**config.mk**
```make
export PLATFORM = sky130hd
export DESIGN_NAME = wpsr_status_unit
export DESIGN_NICKNAME = d
export VERILOG_FILES = /design/src/rtl/wpsr_pkg.sv /design/src/rtl/wpsr_range_guard.sv /design/src/rtl/wpsr_cycle_timer.sv /design/src/rtl/wpsr_status_unit.sv
export SDC_FILE = /design/constraint.sdc
export NUM_CORES = 1
export LEC_CHECK = 0
export ABC_CLOCK_PERIOD_IN_PS = 2580
export BUFFER_PORTS_ARGS = -buffer_cell sky130_fd_sc_hd__buf_2
export CORE_MARGIN = 2
export CORE_UTILIZATION = 47
export DETAILED_ROUTE_END_ITERATION = 10
export PLACE_DENSITY = 0.77
export REMOVE_ABC_BUFFERS = 1
export SETUP_SLACK_MARGIN = 0.2
export SYNTH_ARGS = -nofsm -noshare
export SYNTH_HDL_FRONTEND = slang
export SYNTH_SLANG_ARGS = --single-unit
```
**constraint.sdc**
```tcl
create_clock -name clk -period 2.58 [get_ports clk]
set_clock_uncertainty 0.1 [all_clocks]
set_input_delay 0.387 -clock clk [delete_from_list [all_inputs] [get_ports clk]]
set_output_delay 0.387 -clock clk [all_outputs]
set_load 0.005 [all_outputs]
```
**src/rtl/wpsr_pkg.sv**
```systemverilog
package wpsr_pkg;

    typedef enum logic [1:0] {
        WK_ARRAY  = 2'd0,
        WK_STATUS = 2'd1,
        WK_BULK   = 2'd2,
        WK_NONE   = 2'd3
    } wkind_e;

    localparam logic [1:0] BP_RESET = 2'b01;

    typedef struct packed {
        logic       wel;
        logic [1:0] bp;
        logic [1:0] bp_pend;
        logic       sr_pend;
    } sreg_t;

endpackage

```
**src/rtl/wpsr_range_guard.sv**
```systemverilog
module wpsr_range_guard #(
    parameter int ADDR_W = 8
) (
    input  logic [1:0]        bp,
    input  logic [ADDR_W-1:0] addr,
    output logic              blocked
);
    localparam int TOP = ADDR_W - 1;

    logic top_half;
    logic top_quarter;

    assign top_half    = addr[TOP];
    assign top_quarter = addr[TOP] & addr[TOP-1];

    always_comb begin
        unique case (bp)
            2'b00:   blocked = 1'b0;
            2'b01:   blocked = top_quarter;
            2'b10:   blocked = top_half;
            default: blocked = 1'b1;
        endcase
    end
endmodule

```
**src/rtl/wpsr_cycle_timer.sv**
```systemverilog
module wpsr_cycle_timer #(
    parameter int LEN = 16
) (
    input  logic clk,
    input  logic rst_n,
    input  logic start,
    output logic busy,
    output logic done
);
    localparam int CW = (LEN > 1) ? $clog2(LEN) : 1;
    localparam logic [CW-1:0] LAST = CW'(LEN - 1);

    typedef struct packed {
        logic          busy;
        logic [CW-1:0] cnt;
    } tmr_t;

    tmr_t tmr_d, tmr_q;

    always_comb begin
        tmr_d = tmr_q;
        if (tmr_q.busy) begin
            if (tmr_q.cnt == '0) begin
                tmr_d.busy = 1'b0;
            end else begin
                tmr_d.cnt = tmr_q.cnt - 1'b1;
            end
        end else if (start) begin
            tmr_d.busy = 1'b1;
            tmr_d.cnt  = LAST;
        end
    end

    always_ff @(posedge clk or negedge rst_n) begin
        if (!rst_n) tmr_q <= '0;
        else        tmr_q <= tmr_d;
    end

    assign busy = tmr_q.busy;
    assign done = tmr_q.busy && (tmr_q.cnt == '0);

    AST_DONE_ENDS_BUSY: assert property (@(posedge clk) disable iff (!rst_n)
        done |=> !busy);
    AST_START_RAISES_BUSY: assert property (@(posedge clk) disable iff (!rst_n)
        (start && !busy) |=> busy);
endmodule

```
**src/rtl/wpsr_status_unit.sv**
```systemverilog
module wpsr_status_unit
    import wpsr_pkg::*;
#(
    parameter int ADDR_W   = 8,
    parameter int WCYC_LEN = 16
) (
    input  logic              clk,
    input  logic              rst_n,
    input  logic              wel_set,
    input  logic              wel_clr,
    input  logic              wc_start,
    input  logic [1:0]        wc_kind,
    input  logic [1:0]        wc_sr_bits,
    input  logic [ADDR_W-1:0] probe_addr,
    output logic              probe_ok,
    output logic              bulk_ok,
    output logic              sr_ok,
    output logic              wc_accept,
    output logic              wip,
    output logic [7:0]        status_byte
);
    sreg_t  st_d, st_q;
    wkind_e kind;
    logic   busy, done, blocked, permit;
    logic [1:0] bp_shown;

    assign kind = wkind_e'(wc_kind);

    wpsr_range_guard #(.ADDR_W(ADDR_W)) i_guard (
        .bp      (st_q.bp),
        .addr    (probe_addr),
        .blocked (blocked)
    );

    wpsr_cycle_timer #(.LEN(WCYC_LEN)) i_timer (
        .clk   (clk),
        .rst_n (rst_n),
        .start (wc_accept),
        .busy  (busy),
        .done  (done)
    );

    always_comb begin
        unique case (kind)
            WK_ARRAY, WK_STATUS: permit = st_q.wel;
            WK_BULK:             permit = st_q.wel && (st_q.bp == 2'b00);
            default:             permit = 1'b0;
        endcase
    end

    assign wc_accept = wc_start && permit && !busy;

    always_comb begin
        st_d = st_q;
        if (wel_set)   st_d.wel = 1'b1;
        if (wel_clr)   st_d.wel = 1'b0;
        if (wc_accept) st_d.wel = 1'b0;
        if (wc_accept && kind == WK_STATUS) begin
            st_d.bp_pend = wc_sr_bits;
            st_d.sr_pend = 1'b1;
        end
        if (done && st_q.sr_pend) begin
            st_d.bp      = st_q.bp_pend;
            st_d.sr_pend = 1'b0;
        end
    end

    always_ff @(posedge clk or negedge rst_n) begin
        if (!rst_n) begin
            st_q.wel     <= 1'b0;
            st_q.bp      <= BP_RESET;
            st_q.bp_pend <= BP_RESET;
            st_q.sr_pend <= 1'b0;
        end else begin
            st_q <= st_d;
        end
    end

    assign bp_shown    = st_q.sr_pend ? st_q.bp_pend : st_q.bp;
    assign probe_ok    = st_q.wel && !blocked;
    assign bulk_ok     = st_q.wel && (st_q.bp == 2'b00);
    assign sr_ok       = st_q.wel;
    assign wip         = busy;
    assign status_byte = {4'b0000, bp_shown, st_q.wel, busy};

    AST_LOCKED_WHEN_CLEAR: assert property (@(posedge clk) disable iff (!rst_n)
        !status_byte[1] |-> (!probe_ok && !bulk_ok && !sr_ok));
    AST_ACCEPT_DROPS_WEL: assert property (@(posedge clk) disable iff (!rst_n)
        wc_accept |=> !status_byte[1]);
    AST_NO_START_WHILE_BUSY: assert property (@(posedge clk) disable iff (!rst_n)
        wip |-> !wc_accept);
    AST_BULK_NEEDS_OPEN: assert property (@(posedge clk) disable iff (!rst_n)
        (wc_accept && wc_kind == 2'd2) |-> (bulk_ok && status_byte[3:2] == 2'b00));
    AST_BP_HELD_WHEN_IDLE: assert property (@(posedge clk) disable iff (!rst_n)
        !wip |=> $stable(st_q.bp));
    AST_WIP_FROM_ACCEPT: assert property (@(posedge clk) disable iff (!rst_n)
        $rose(wip) |-> $past(wc_accept));
    AST_HIGH_NIBBLE_ZERO: assert property (@(posedge clk) disable iff (!rst_n)
        wel_set |=> (status_byte[7:4] == 4'h0));
endmodule

```
==> results.yml <==
finish:
  final_cells: 94
  fraction_of_layout_cells_with_a_size_suffix_above_1: 0.430
  final_cell_mix: "sky130_fd_sc_hd__buf_2, sky130_fd_sc_hd__dfrtp_1, sky130_fd_sc_hd__nand2_1, sky130_fd_sc_hd__mux2_2, sky130_fd_sc_hd__conb_1"
  antenna-diode-count: 0
  leading_cell_type_in_the_layout_fill_and_taps_excluded: "sky130_fd_sc_hd__buf_2"
  final_nets: 99
  area_growth_from_synthesis_to_layout_pct: 18.5
timing:
  hold_violations: 0
  drv_slew: 0
  min_period_over_period: 0.795
  clock.fmax_mhz: 487
  holdWs_ps: 177
  setup-violations-final: 0
  final_period_minus_worst_setup_slack_ps: 2050
  fin_tns_setup_ps: 0
  rsz0062_at_grt: "false"
  worst_slack_ps: 528
logic_synthesis:
  ys_seq_area_frac: 0.441
  synth.distinct_cells: 25
  synthesis.instances: 58
  syn_avg_cell_area_um2: 10.9
  number_of_synthesized_flops_with_an_enable_pin: 0
  post_synth_instance_area_um2: 629
  yosys_warnings: 0
  synth.ff_latch_count: 11
  synth_ff_type: "sky130_fd_sc_hd__dfrtp_1"
  synth_async_sr_flop_share: 1.00
global_routing:
  number_of_antenna_violations_at_the_first_check_in_global_routing: 0
  grt_usage: 0.162
  grt_pass1_wl_mm: 1.70
  gr-total-overflow: 0
  first_global_vias: 404
  grt_start_max_net_pins: 12
pwr:
  power_density_nw_per_um2: 973
  leakage_nw: 0.382
  peak_ir_drop_on_the_vdd_network_v: 0.000569
floorplan:
  core_area_um2: 1270
  num_rows: 13
  initial_utilization: 0.496
  die_width_um: 40.6
  die_extent_in_y_um: 40.6
  full_die_area_um2: 1650
  pin_count: 30
cts:
  numClockSinks: 11
  htreeDepth: 1
  clk_transition_reported_paths_ps: 70
  bufs_on_longest_clock_path: 2
  tritoncts.num_buffers: 3
  clock_tree_from_tritoncts: "built"
  clkLatencyLatePin_ps: 260
  cts_resized: 0
  ctsRootBufferMaster: "sky130_fd_sc_hd__clkbuf_4"
routing:
  route.detailed.drc: 0
  post_drt_wl_per_cell_um: 12.1
  detail_route.first_pass.iterations: 4
  dr.first_iter.drc_count: 8
  total_number_of_vias: 486
  routed_via_density: 5.17
  routed_wirelength_mm: 1.14
  antenna_violating_nets_post_route: 0
place:
  detailed_place_hpwl_um: 895
  finalWeightedCongestion: 0.683
  dp_worst_setup_slack_ps: 687
  place.detailed.instances: 89
  place.port_buffers: 19
critical_path:
  startpoint_type: "flip-flop"
  reg2reg_from: "i_timer.tmr_q[0]$_DFFE_PN0P_"
  required_ps: 2090
  r2r_setup_slack_ps: 690
  timing.critical_path.slowest_stage_cell: "sky130_fd_sc_hd__dfrtp_1"
  worstPathCellList: "o31ai_2 -> or3b_1 -> inv_2 -> buf_2"
  worstSetupEndpoint: "wc_accept"
  timing.critical_path.from: "st_q[4]$_DFFE_PN0P_"
  path_type_of_the_worst_setup_path: "reg -> out"
  cp_data_arrival_time_ps: 1570
  rr_worst_depth: 5
  critPathCaptureType: "output pin"
  timing.critical_path.slowest_cell_delay_ps: 430
  critical_path_peak_fanout: 6
  r2r_end: "st_q[4]$_DFFE_PN0P_"
run:
  maxCapViolations: 0
min_path:
  worstHoldPathType: "in -> reg"
outcome:
  run_status: "completed"
[layer usage]
| layer | up-vias | routed length, µm | part of all wire | track usage |
|---|---|---|---|---|
| met4 | 0 | 9 | 0.0079 | 0.0750 |
| li1 | 239 | - | - | - |
| met3 | 2 | 61 | 0.054 | 0.0389 |
| met1 | 229 | 485 | 0.43 | 0.182 |
| met5 | - | 0 | 0 | 0 |
| met2 | 16 | 580 | 0.51 | 0.286 |
[how the worst min path moves through the flow]
stage	depth (start not counted)	to	slack [ps]	start
floorplan	0	i_timer.busy$_DFF_PN0_	-9	rst_n
global placement	1	st_q[4]$_DFFE_PN0P_	170	rst_n
detailed placement	1	st_q[4]$_DFFE_PN0P_	170	rst_n
CTS	2	sr_ok$_DFFE_PN0P_	170	wel_clr
global route	2	sr_ok$_DFFE_PN0P_	170	wel_clr
finish	2	sr_ok$_DFFE_PN0P_	180	wel_clr
[worst max-delay path: cells and delay by family (launching register included)]
family,cells,cell delay [ps]
flops,1,430
simple gates,1,430
buf+inv,2,240
compound gates,1,210
[cell type report]
type / instances / area (µm²)
Tap cell: 15 / 18.8
Clock buffer: 4 / 26.3
Fill cell: 123 / 523
Sequential cell: 11 / 278
Multi-Input combinational cell: 41 / 307
Inverter: 3 / 11.3
Timing Repair Buffer: 20 / 105
[cells in the mapped netlist, drive strengths merged, types with 3 or more instances]
cell type	n	area share
dfrtp	9	0.36
buf	6	0.072
mux2	6	0.11
nand2	6	0.036
inv	3	0.018
nor3	3	0.024
[state kept, by name (all words and copies together) (netlist names)]
register,cells
i_timer.busy,1
i_timer.tmr_q,4
st_q,5
sr_ok,1
[cells by family after synthesis]
family                   share of synthesized area
other                                      0.00596
AO/OA/AOI/OAI                                0.115
XOR/XNOR                                    0.0139
multiplexers                                 0.107
flip-flops                                   0.441
AND/OR/NAND/NOR                              0.187
adder cells (fa/ha/maj)                     0.0398
buffers and inverters                       0.0895
[where the power goes]
| group | leakage (nW) | internal, W | switching [W] | total, W |
|---|---|---|---|---|
| logic | 0.240 | 0.000156 | 0.000105 | 0.000261 |
| registers | 0.127 | 0.000260 | 0.0000902 | 0.000350 |
| clock network | 0.0150 | 0.0000597 | 0.0000546 | 0.000114 |
[metrics by stage]
step | total power [W] | util | area, µm²
6_report | 0.000725 | 0.588 | 746
5_1_grt | 0.000788 | 0.588 | 746
4_1_cts | 0.000736 | 0.588 | 746
3_5_place_dp | 0.000616 | 0.559 | 709
2_1_floorplan | 0.000516 | - | 596
3_3_place_gp | 0.000604 | 0.559 | 709
[repair_timing]
item | 4_1_cts | 5_1_grt
endpoints found under the hold margin | 9 | 0
buffers inserted | 0 | 0
hold buffers | 1 | 0
setup endpoints to repair | 0 | 0
Note: power is estimated with default switching activity, not from simulation.
